<file path="config.mk">
export PLATFORM = sky130hd
export DESIGN_NAME = slotrx_top
export DESIGN_NICKNAME = d
export VERILOG_FILES = /design/src/rtl/slotrx_pkg.sv /design/src/rtl/slotrx_ctrl.sv /design/src/rtl/slotrx_datapath.sv /design/src/rtl/slotrx_top.sv
export SDC_FILE = /design/constraint.sdc
export NUM_CORES = 1
export LEC_CHECK = 0
export BUFFER_PORTS_ARGS = -buffer_cell sky130_fd_sc_hd__buf_4
export CAP_MARGIN = 20
export CORE_MARGIN = 2
export CORE_UTILIZATION = 45
export DETAILED_ROUTE_END_ITERATION = 6
export GPL_TIMING_DRIVEN = 0
export MAX_ROUTING_LAYER = met4
export PLACE_DENSITY = 0.64
export SETUP_SLACK_MARGIN = 0.3
export SYNTH_ARGS = -nofsm -noshare
export SYNTH_HDL_FRONTEND = slang
export SYNTH_SLANG_ARGS = --single-unit
</file>
<file path="constraint.sdc">
create_clock -name bitClk -period 6.36 [get_ports bitClk]
set_input_delay 0.636 -clock bitClk [delete_from_list [all_inputs] [get_ports bitClk]]
set_output_delay 0.636 -clock bitClk [all_outputs]
set_load 0.05 [all_outputs]
</file>
<file path="src/rtl/slotrx_pkg.sv">
package slotrx_pkg;
  parameter int TAG_BITS   = 16;
  parameter int SLOT_BITS  = 20;
  parameter int SLOT_COUNT = 12;
  localparam int IDX_W     = 4;

  typedef struct packed {
    logic             shiftEn;
    logic             frameStart;
    logic             tagDone;
    logic             slotDone;
    logic             frameDone;
    logic [IDX_W-1:0] slotIdx;
  } rxStrb_t;
endpackage

</file>
<file path="src/rtl/slotrx_ctrl.sv">
module slotrx_ctrl
  import slotrx_pkg::*;
#(
  parameter int TAG_W     = TAG_BITS,
  parameter int SLOT_W    = SLOT_BITS,
  parameter int NUM_SLOTS = SLOT_COUNT
) (
  input  logic    bitClk,
  input  logic    rstN,
  input  logic    syncIn,
  output rxStrb_t strb
);
  localparam int BIT_W = $clog2(SLOT_W);
  localparam logic [BIT_W-1:0] TAG_LAST  = BIT_W'(TAG_W - 1);
  localparam logic [BIT_W-1:0] SLOT_LAST = BIT_W'(SLOT_W - 1);
  localparam logic [IDX_W-1:0] LAST_SLOT = IDX_W'(NUM_SLOTS);

  logic             syncPrev;
  logic             locked;
  logic [IDX_W-1:0] slotNum;
  logic [BIT_W-1:0] bitCnt;

  logic             syncRise;
  logic             active;
  logic [IDX_W-1:0] curSlot;
  logic [BIT_W-1:0] curBit;
  logic             lastBit;

  always_comb begin
    syncRise = syncIn && !syncPrev;
    active   = syncRise || locked;
    curSlot  = syncRise ? '0 : slotNum;
    curBit   = syncRise ? '0 : bitCnt;
    lastBit  = (curSlot == '0) ? (curBit == TAG_LAST) : (curBit == SLOT_LAST);

    strb            = '0;
    strb.shiftEn    = active;
    strb.frameStart = syncRise;
    strb.tagDone    = active && (curSlot == '0) && lastBit;
    strb.slotDone   = active && (curSlot != '0) && lastBit;
    strb.frameDone  = active && (curSlot == LAST_SLOT) && lastBit;
    strb.slotIdx    = curSlot;
  end

  always_ff @(negedge bitClk or negedge rstN) begin
    if (!rstN) begin
      syncPrev <= 1'b0;
      locked   <= 1'b0;
      slotNum  <= '0;
      bitCnt   <= '0;
    end else begin
      syncPrev <= syncIn;
      if (active) begin
        if (lastBit) begin
          bitCnt <= '0;
          if (curSlot == LAST_SLOT) begin
            locked  <= 1'b0;
            slotNum <= '0;
          end else begin
            locked  <= 1'b1;
            slotNum <= curSlot + 1'b1;
          end
        end else begin
          locked  <= 1'b1;
          slotNum <= curSlot;
          bitCnt  <= curBit + 1'b1;
        end
      end
    end
  end

  AST_RESYNC_ALIGN: assert property (@(negedge bitClk) disable iff (!rstN)
    (syncIn && !syncPrev) |=> (locked && slotNum == '0 && bitCnt == BIT_W'(1)));

  AST_FRAME_ENDS_IDLE: assert property (@(negedge bitClk) disable iff (!rstN)
    strb.frameDone |=> (!locked && slotNum == '0));
endmodule

</file>
<file path="src/rtl/slotrx_datapath.sv">
module slotrx_datapath
  import slotrx_pkg::*;
#(
  parameter int TAG_W     = TAG_BITS,
  parameter int SLOT_W    = SLOT_BITS,
  parameter int NUM_SLOTS = SLOT_COUNT
) (
  input  logic                                bitClk,
  input  logic                                rstN,
  input  logic                                serIn,
  input  rxStrb_t                             strb,
  output logic [NUM_SLOTS-1:0][SLOT_W-1:0]    holdWord,
  output logic [NUM_SLOTS-1:0]                holdVld,
  output logic                                frameDone
);
  logic [SLOT_W-2:0]               shReg;
  logic [SLOT_W-1:0]               word;
  logic [TAG_W-1:0]                tagReg;
  logic [NUM_SLOTS-1:0][SLOT_W-1:0] stage;
  logic [NUM_SLOTS-1:0]            stageVld;
  logic [NUM_SLOTS-1:0]            capNow;

  assign word = {shReg, serIn};

  always_ff @(negedge bitClk or negedge rstN) begin
    if (!rstN) begin
      shReg     <= '0;
      tagReg    <= '0;
      frameDone <= 1'b0;
    end else begin
      frameDone <= strb.frameDone;
      if (strb.shiftEn) shReg <= word[SLOT_W-2:0];
      if (strb.tagDone) tagReg <= word[TAG_W-1:0];
    end
  end

  for (genvar g = 0; g < NUM_SLOTS; g++) begin : g_slot
    localparam logic [IDX_W-1:0] MY_IDX = IDX_W'(g + 1);
    localparam int               TAG_POS = TAG_W - 2 - g;

    assign capNow[g] = strb.slotDone && (strb.slotIdx == MY_IDX) && tagReg[TAG_POS];

    always_ff @(negedge bitClk or negedge rstN) begin
      if (!rstN) begin
        stage[g]    <= '0;
        stageVld[g] <= 1'b0;
        holdWord[g] <= '0;
        holdVld[g]  <= 1'b0;
      end else begin
        if (capNow[g]) stage[g] <= word;
        if (strb.frameStart || strb.frameDone) stageVld[g] <= 1'b0;
        else if (capNow[g])                    stageVld[g] <= 1'b1;
        holdVld[g] <= 1'b0;
        if (strb.frameDone) begin
          if (capNow[g]) begin
            holdWord[g] <= word;
            holdVld[g]  <= 1'b1;
          end else if (stageVld[g]) begin
            holdWord[g] <= stage[g];
            holdVld[g]  <= 1'b1;
          end
        end
      end
    end

    AST_VALID_NEEDS_TAG: assert property (@(negedge bitClk) disable iff (!rstN)
      holdVld[g] |-> tagReg[TAG_POS]);
  end

  AST_HOLD_STABLE: assert property (@(negedge bitClk) disable iff (!rstN)
    !strb.frameDone |=> $stable(holdWord));
endmodule

</file>
<file path="src/rtl/slotrx_top.sv">
module slotrx_top
  import slotrx_pkg::*;
#(
  parameter int TAG_W     = TAG_BITS,
  parameter int SLOT_W    = SLOT_BITS,
  parameter int NUM_SLOTS = SLOT_COUNT,
  parameter int ADDR_W    = 7,
  parameter int REQ_W     = 10,
  parameter int FIELD_W   = 16,
  parameter int ALT_N     = 6
) (
  input  logic                        bitClk,
  input  logic                        rstN,
  input  logic                        syncIn,
  input  logic                        serIn,
  output logic                        frameDone,
  output logic [ADDR_W-1:0]           statusAddr,
  output logic [REQ_W-1:0]            slotReq,
  output logic                        statusAddrValid,
  output logic [FIELD_W-1:0]          statusData,
  output logic                        statusDataValid,
  output logic [SLOT_W-1:0]           pcmLeft,
  output logic                        pcmLeftValid,
  output logic [SLOT_W-1:0]           pcmRight,
  output logic                        pcmRightValid,
  output logic [FIELD_W-1:0]          modemData,
  output logic                        modemValid,
  output logic [ALT_N-1:0][SLOT_W-1:0] altPcm,
  output logic [ALT_N-1:0]            altPcmValid,
  output logic [SLOT_W-1:0]           gpioStatus,
  output logic                        gpioValid
);
  localparam int S_ADDR = 0;
  localparam int S_DATA = 1;
  localparam int S_LEFT = 2;
  localparam int S_RIGHT = 3;
  localparam int S_MODEM = 4;
  localparam int S_ALT0 = 5;
  localparam int S_GPIO = NUM_SLOTS - 1;
  localparam int LOW_W = SLOT_W - FIELD_W;

  rxStrb_t                         strb;
  logic [NUM_SLOTS-1:0][SLOT_W-1:0] holdWord;
  logic [NUM_SLOTS-1:0]            holdVld;

  slotrx_ctrl #(.TAG_W(TAG_W), .SLOT_W(SLOT_W), .NUM_SLOTS(NUM_SLOTS)) u_ctrl (
    .bitClk (bitClk),
    .rstN   (rstN),
    .syncIn (syncIn),
    .strb   (strb)
  );

  slotrx_datapath #(.TAG_W(TAG_W), .SLOT_W(SLOT_W), .NUM_SLOTS(NUM_SLOTS)) u_dp (
    .bitClk    (bitClk),
    .rstN      (rstN),
    .serIn     (serIn),
    .strb      (strb),
    .holdWord  (holdWord),
    .holdVld   (holdVld),
    .frameDone (frameDone)
  );

  assign statusAddr      = holdWord[S_ADDR][SLOT_W-2 -: ADDR_W];
  assign slotReq         = holdWord[S_ADDR][REQ_W+1:2];
  assign statusAddrValid = holdVld[S_ADDR];
  assign statusData      = holdWord[S_DATA][SLOT_W-1 -: FIELD_W];
  assign statusDataValid = holdVld[S_DATA];
  assign pcmLeft         = holdWord[S_LEFT];
  assign pcmLeftValid    = holdVld[S_LEFT];
  assign pcmRight        = holdWord[S_RIGHT];
  assign pcmRightValid   = holdVld[S_RIGHT];
  assign modemData       = holdWord[S_MODEM][SLOT_W-1 -: FIELD_W];
  assign modemValid      = holdVld[S_MODEM];
  assign gpioStatus      = holdWord[S_GPIO];
  assign gpioValid       = holdVld[S_GPIO];

  for (genvar k = 0; k < ALT_N; k++) begin : g_alt
    assign altPcm[k]      = holdWord[S_ALT0 + k];
    assign altPcmValid[k] = holdVld[S_ALT0 + k];
  end

  logic unusedBits;
  assign unusedBits = ^{holdWord[S_ADDR][SLOT_W-1], holdWord[S_ADDR][1:0],
                        holdWord[S_DATA][LOW_W-1:0], holdWord[S_MODEM][LOW_W-1:0]};

  AST_STROBE_WITH_DONE: assert property (@(negedge bitClk) disable iff (!rstN)
    (|holdVld) |-> frameDone);

  AST_DONE_ONE_CYCLE: assert property (@(negedge bitClk) disable iff (!rstN)
    frameDone |=> !frameDone);
endmodule

</file>
== Word-level counts from Yosys, hierarchy flattened ==
Index checks and enable logic that the tools add are counted.

* Register bits after elaboration: 548
* Output and inout port bits: 242
* Bits in read-only memories: 0
* Logic and storage cells: 235
* Memory bits (writable): 0
* Memories: 0
* Bits of input ports: 4
* Bits in latches: 0

* $lt $le $gt $ge: 0
* Muxes and demuxes: 92
* Equal/unequal tests: 14
* $mul: 0
* Add/subtract/negate cells: 2
* Divide/modulo/power cells: 0
* Bitwise logic cells: 0
* Reduce and logical (&&, ||, !) cells: 72
* Shift operators: 0

{| class="wikitable"
|+ Operators by type and width
! operator !! number
|-
| $mux W20 || 22
|-
| $mux W1 || 63
|-
| $reduce_bool A2 Y1 || 24
|-
| $mux W19 || 2
|-
| $logic_and A1 B1 Y1 || 31
|-
| $reduce_and A2 Y1 || 12
|-
| $eq A4 B4 Y1 const B || 5
|-
| $eq A4 B3 Y1 const B || 4
|-
| $mux W4 || 3
|-
| $mux W5 || 2
|-
| $eq A4 B2 Y1 const B || 2
|-
| $add A5 B1 Y5 const B || 1
|-
| $eq A5 B4 Y1 const B || 1
|-
| $eq A5 B5 Y1 const B || 1
|-
| $add A4 B1 Y4 const B || 1
|-
| $eq A4 B1 Y1 const B || 1
|-
| $logic_not A4 Y1 || 1
|-
| $reduce_bool A4 Y1 || 1
|-
| $logic_or A1 B1 Y1 || 2
|-
| $logic_not A1 Y1 || 1
|}

== Logic depth before layout (Yosys ltp) ==
* Word-level depth: 10
* Gate-level depth with buffers: 12

== By module ==
From an unflattened synthesis, not the netlist that was laid out.

* Cell total of the unflattened synthesis: 2061
* Area, all modules: 23840.4 sq um

{| class="wikitable"
|+ Modules (own cells, without submodules)
! module !! cells an instance !! instances !! area each (sq um)
|-
| slotrx_datapath || 1977 || 1 || 23052.1
|-
| slotrx_ctrl || 84 || 1 || 788.3
|}

==> qor.log <==
qor: clocking.tritoncts.num_buffers 53
qor: place.gp_congestion 0.869
qor: power.power.share.combinational 4.6%
qor: critical_path.crit-reg2reg-capture u_dp.stage[174]
qor: power.power_report.internal_total 5.20 mW
qor: routing.avgRoutedWirePerCell 21.8 µm
qor: sta.finalSetupViolations 0
qor: outcome.run_status finished, final reports clean
qor: grt.vias_in_the_first_global_route 13400
qor: finish.areaGrowthSynthToFinish 22.7%
qor: yosys.synth_largest_area_cell sky130_fd_sc_hd__dfrtn_1
qor: power.clock_power_share 44.5%
qor: floorplan.floorplan.initialDensity 45.4%
qor: place.placed_cells 2293
qor: floorplan.core 45300 µm²
qor: critical_path.timing.critical_path.to_type register
qor: clocking.clk_transition_reported_paths 0.05 ns
qor: yosys.synth_top_cells_by_area sky130_fd_sc_hd__dfrtn_1 (64%), sky130_fd_sc_hd__mux2_2 (14%), sky130_fd_sc_hd__o22a_1 (3.2%)
qor: yosys.synth_fp_nets 1453
qor: yosys.yosysMostFrequentCell sky130_fd_sc_hd__dfrtn_1
qor: routing.detail_route.vias_per_cell 5.37
qor: critical_path.setup.reg_to_reg.worst_slack 3.21 ns
qor: critical_path.worst_r2r_path_depth 11
qor: power.swShare 23.3%
qor: grt.global_route.overflow_total 0
qor: floorplan.die_h 218 µm
qor: finish.final_layout_size_suffix_gt1_share 40.2%
qor: clocking.numClockSinks 525
qor: min_path.timing.hold.worst_endpoint u_dp.holdWord[25]
qor: sta.worstMarginPinSlew 1.02 ns
qor: clocking.cts_max_level 2
qor: critical_path.cp_data_arrival_time 3.26 ns
qor: yosys.ys_seq_area_share 63.9%
qor: sta.totalNegativeSetupSlack 0 ns
qor: min_path.timing.hold.worst.start u_dp.stage[25]
qor: power.ir_drop 0.178 mV
qor: place.io_buffers 245
qor: clocking.insertion_delay 0.59 ns
qor: critical_path.setup.worst_path.start_class input pin
qor: finish.fin_cells 2399
qor: power.post-layout-total-power 6.78 mW
qor: routing.drt_pass1_iterations 5
qor: yosys.ys_ff_latch 525
qor: yosys.syn_avg_cell_area 14.2 µm²
qor: power.switchingPower 1.58 mW
qor: min_path.min-delay-path-class reg -> reg
qor: routing.detailroute.via_count 12900
qor: floorplan.die_w 218 µm
qor: yosys.synth_edf_count 0
qor: yosys.yosys_warnings 0
qor: yosys.synth_commonest_cells sky130_fd_sc_hd__dfrtn_1 (525), sky130_fd_sc_hd__mux2_2 (257), sky130_fd_sc_hd__inv_1 (76), sky130_fd_sc_hd__o22a_1 (76), sky130_fd_sc_hd__clkbuf_1 (75)
qor: floorplan.placementRows 78
qor: power.power.leakage 13.0 nW
qor: min_path.hold_path_depth 1
qor: yosys.synth_top_area_share 63.9%
qor: critical_path.reg2reg_from u_ctrl.syncPrev
qor: sta.timing.clock.skew 0.0163 ns
qor: place.place.detailed.hpwl 34.9 mm
qor: clocking.tritoncts done
qor: grt.maximum_number_of_pins_on_one_net_before_global_route_repair 125
qor: routing.ant_nets 0
qor: clocking.ctsRootBufferMaster sky130_fd_sc_hd__clkbuf_16
qor: power.power.sequential.fraction 50.9%
qor: grt.grt_first_pass_wirelength 80.0 mm
qor: yosys.synth_ff_type sky130_fd_sc_hd__dfrtn_1
qor: yosys.postSynthCellCount 1444
qor: routing.violation_count_after_the_first_detailed_route_iteration 820
qor: yosys.mappedNetlistArea 20600 µm²
qor: sta.setup_repair_after_global_routing_missed_its_margin true
qor: flow_run.max-cap-violations 0
qor: routing.drt_wl_total 52.2 mm
qor: grt.antenna_found_initial 0
qor: critical_path.crit_fanout 10
qor: yosys.yosysUniqueCellTypes 55
qor: clocking.holdBufCountCts 0
qor: floorplan.area_of_the_die 47400 µm²
qor: sta.report.final.slew_viol_count 0
qor: grt.grt_usage 22.9%
qor: sta.hold_viol_final 0
qor: floorplan.boundaryPins 246
qor: routing.remaining_drc_errors 0
qor: clocking.cts-root-to-sink-buffers 3
qor: critical_path.path_class in -> reg
qor: sta.timing.max_slew.rel_slack 31.8%
qor: finish.fin_nets 1766
qor: critical_path.timing.critical_path.required 3.60 ns
qor: yosys.async_reset_ff_share 100%
qor: power.cellPowerDensity 269 nW/µm²
[per-stage QoR]
| stage | setup slack, ns | util [%] | cell area, µm² | hold slack, ns |
|---|---|---|---|---|
| 6_report | 0.341 | 55.7 | 25200 | 0.423 |
| 5_1_grt | 0.249 | 55.7 | 25200 | 0.443 |
| 4_1_cts | 0.285 | 55.5 | 25100 | 0.429 |
| 3_5_place_dp | -0.805 | 51.6 | 23400 | 0.429 |
| 3_3_place_gp | -3.74 | 51.3 | 23200 | 0.422 |
| 2_1_floorplan | 0.285 | - | 20700 | 0.410 |
[power groups by stage]
stage	clock network, mW	logic [mW]	registers [mW]
floorplan	0	0.152	3.48
detailed placement	0	0.306	3.50
global placement	0	0.287	3.50
global route	3.24	0.345	3.45
finish	3.01	0.314	3.45
CTS	3.09	0.310	3.45
[worst max-delay path, cell delays in order]
cell and delay (ns):
sky130_fd_sc_hd__buf_4 0.09, sky130_fd_sc_hd__nand2b_1 0.05, sky130_fd_sc_hd__clkbuf_2 0.18, sky130_fd_sc_hd__clkbuf_8 0.20
sky130_fd_sc_hd__nand2_2 0.12, sky130_fd_sc_hd__ha_4 0.19, sky130_fd_sc_hd__nor3b_4 0.43, sky130_fd_sc_hd__nor4b_4 0.07
sky130_fd_sc_hd__buf_4 0.18, sky130_fd_sc_hd__nand2b_1 0.14, sky130_fd_sc_hd__clkbuf_1 0.55, sky130_fd_sc_hd__mux2_2 0.41
[sequential cells by signal, indices dropped and copies added (netlist names)]
register / flops
u_ctrl.bitCnt: 5
u_ctrl.locked: 1
u_ctrl.slotNum: 4
u_ctrl.syncPrev: 1
u_dp.frameDone: 1
u_dp.holdVld: 12
u_dp.holdWord: 229
u_dp.shReg: 19
u_dp.stage: 229
u_dp.stageVld: 12
u_dp.tagReg: 12
[logic make-up (layout without fill, tap and decap cells)]
family | after synthesis | count (layout) | synth area share (%)
flops | 525 | 525 | 63.9
compound gates | 299 | 299 | 11.8
buf+inv | 186 | 539 | 3.58
other cells | 0 | 2 | 0
simple gates | 110 | 110 | 3.27
mux | 319 | 319 | 17.1
fa+ha+maj | 5 | 5 | 0.304
[what timing repair did]
| action | 4_1_cts | 5_1_grt |
|---|---|---|
| gates resized for setup | 13 | 35 |
| pin swaps | 4 | 2 |
| endpoints found under the hold margin | 0 | 0 |
| buffers inserted | 5 | 4 |
| endpoints found under the setup margin | 272 | 277 |
[cell type report]
class                   instances  area, µm²
clock buffers                  82       1550
fillers                      3787      20100
repair buffers                258       2040
plain buffers                 110        553
diodes                          2       5.00
clock inverters                13        126
flip-flops and latches        525      13100
inverters                      76        285
multi-input cells             733       6780
well taps                     600        751
[worst max-delay path by stage]
| stage | slack (ns) | to | cells after the start | start |
|---|---|---|---|---|
| 2_1_floorplan | 0.29 | u_dp.stage[30] | 11 | syncIn |
| 3_3_place_gp | -3.74 | u_dp.holdWord[51] | 1 | rstN |
| 3_5_place_dp | -0.81 | u_dp.holdWord[185] | 11 | syncIn |
| 4_1_cts | 0.29 | u_dp.stage[101] | 11 | syncIn |
| 5_1_grt | 0.25 | u_dp.stage[177] | 12 | syncIn |
| 6_report | 0.34 | u_dp.stage[174] | 12 | syncIn |
[layer usage]
layer	share of wire (%)	track usage, %	vias up
li1	-	-	5779
met1	44	30.6	6759
met2	48	36.0	267
met3	4.8	4.62	68
met4	2.4	6.30	0
met5	0	-	-
[placed cells by master, fill, tap and decap left out, types with 3 or more instances in the layout]
cell type / netlist / final
sky130_fd_sc_hd__nand4_1: 12 / 12
sky130_fd_sc_hd__o211ai_1: 5 / 5
sky130_fd_sc_hd__clkbuf_4: 0 / 3
sky130_fd_sc_hd__o21ai_0: 64 / 64
sky130_fd_sc_hd__a21bo_1: 5 / 5
sky130_fd_sc_hd__nor2b_1: 39 / 38
sky130_fd_sc_hd__buf_16: 0 / 4
sky130_fd_sc_hd__clkbuf_16: 0 / 53
sky130_fd_sc_hd__nand3_1: 5 / 4
sky130_fd_sc_hd__clkbuf_2: 0 / 12
sky130_fd_sc_hd__ha_1: 5 / 3
sky130_fd_sc_hd__o22a_1: 76 / 76
sky130_fd_sc_hd__a21o_1: 17 / 17
sky130_fd_sc_hd__clkinv_2: 0 / 5
sky130_fd_sc_hd__a21bo_2: 55 / 55
sky130_fd_sc_hd__nand2b_1: 3 / 3
sky130_fd_sc_hd__and3_1: 6 / 6
sky130_fd_sc_hd__a31oi_1: 3 / 3
sky130_fd_sc_hd__mux2_2: 257 / 256
sky130_fd_sc_hd__nand2_1: 11 / 8
sky130_fd_sc_hd__buf_2: 28 / 21
sky130_fd_sc_hd__clkbuf_1: 75 / 76
sky130_fd_sc_hd__nand2_2: 1 / 4
sky130_fd_sc_hd__dfrtn_1: 525 / 525
sky130_fd_sc_hd__buf_4: 1 / 260
sky130_fd_sc_hd__mux2i_1: 61 / 60
sky130_fd_sc_hd__buf_6: 0 / 5
sky130_fd_sc_hd__a32o_1: 19 / 19
sky130_fd_sc_hd__a221o_1: 20 / 20
sky130_fd_sc_hd__a21oi_1: 10 / 9
sky130_fd_sc_hd__nor3_1: 5 / 3
sky130_fd_sc_hd__a21boi_0: 5 / 5
sky130_fd_sc_hd__nor2_1: 12 / 10
sky130_fd_sc_hd__clkinvlp_4: 0 / 4
sky130_fd_sc_hd__o21a_1: 4 / 4
sky130_fd_sc_hd__clkbuf_8: 0 / 13
sky130_fd_sc_hd__inv_1: 76 / 76
Note: power is estimated with default switching activity, not from simulation.
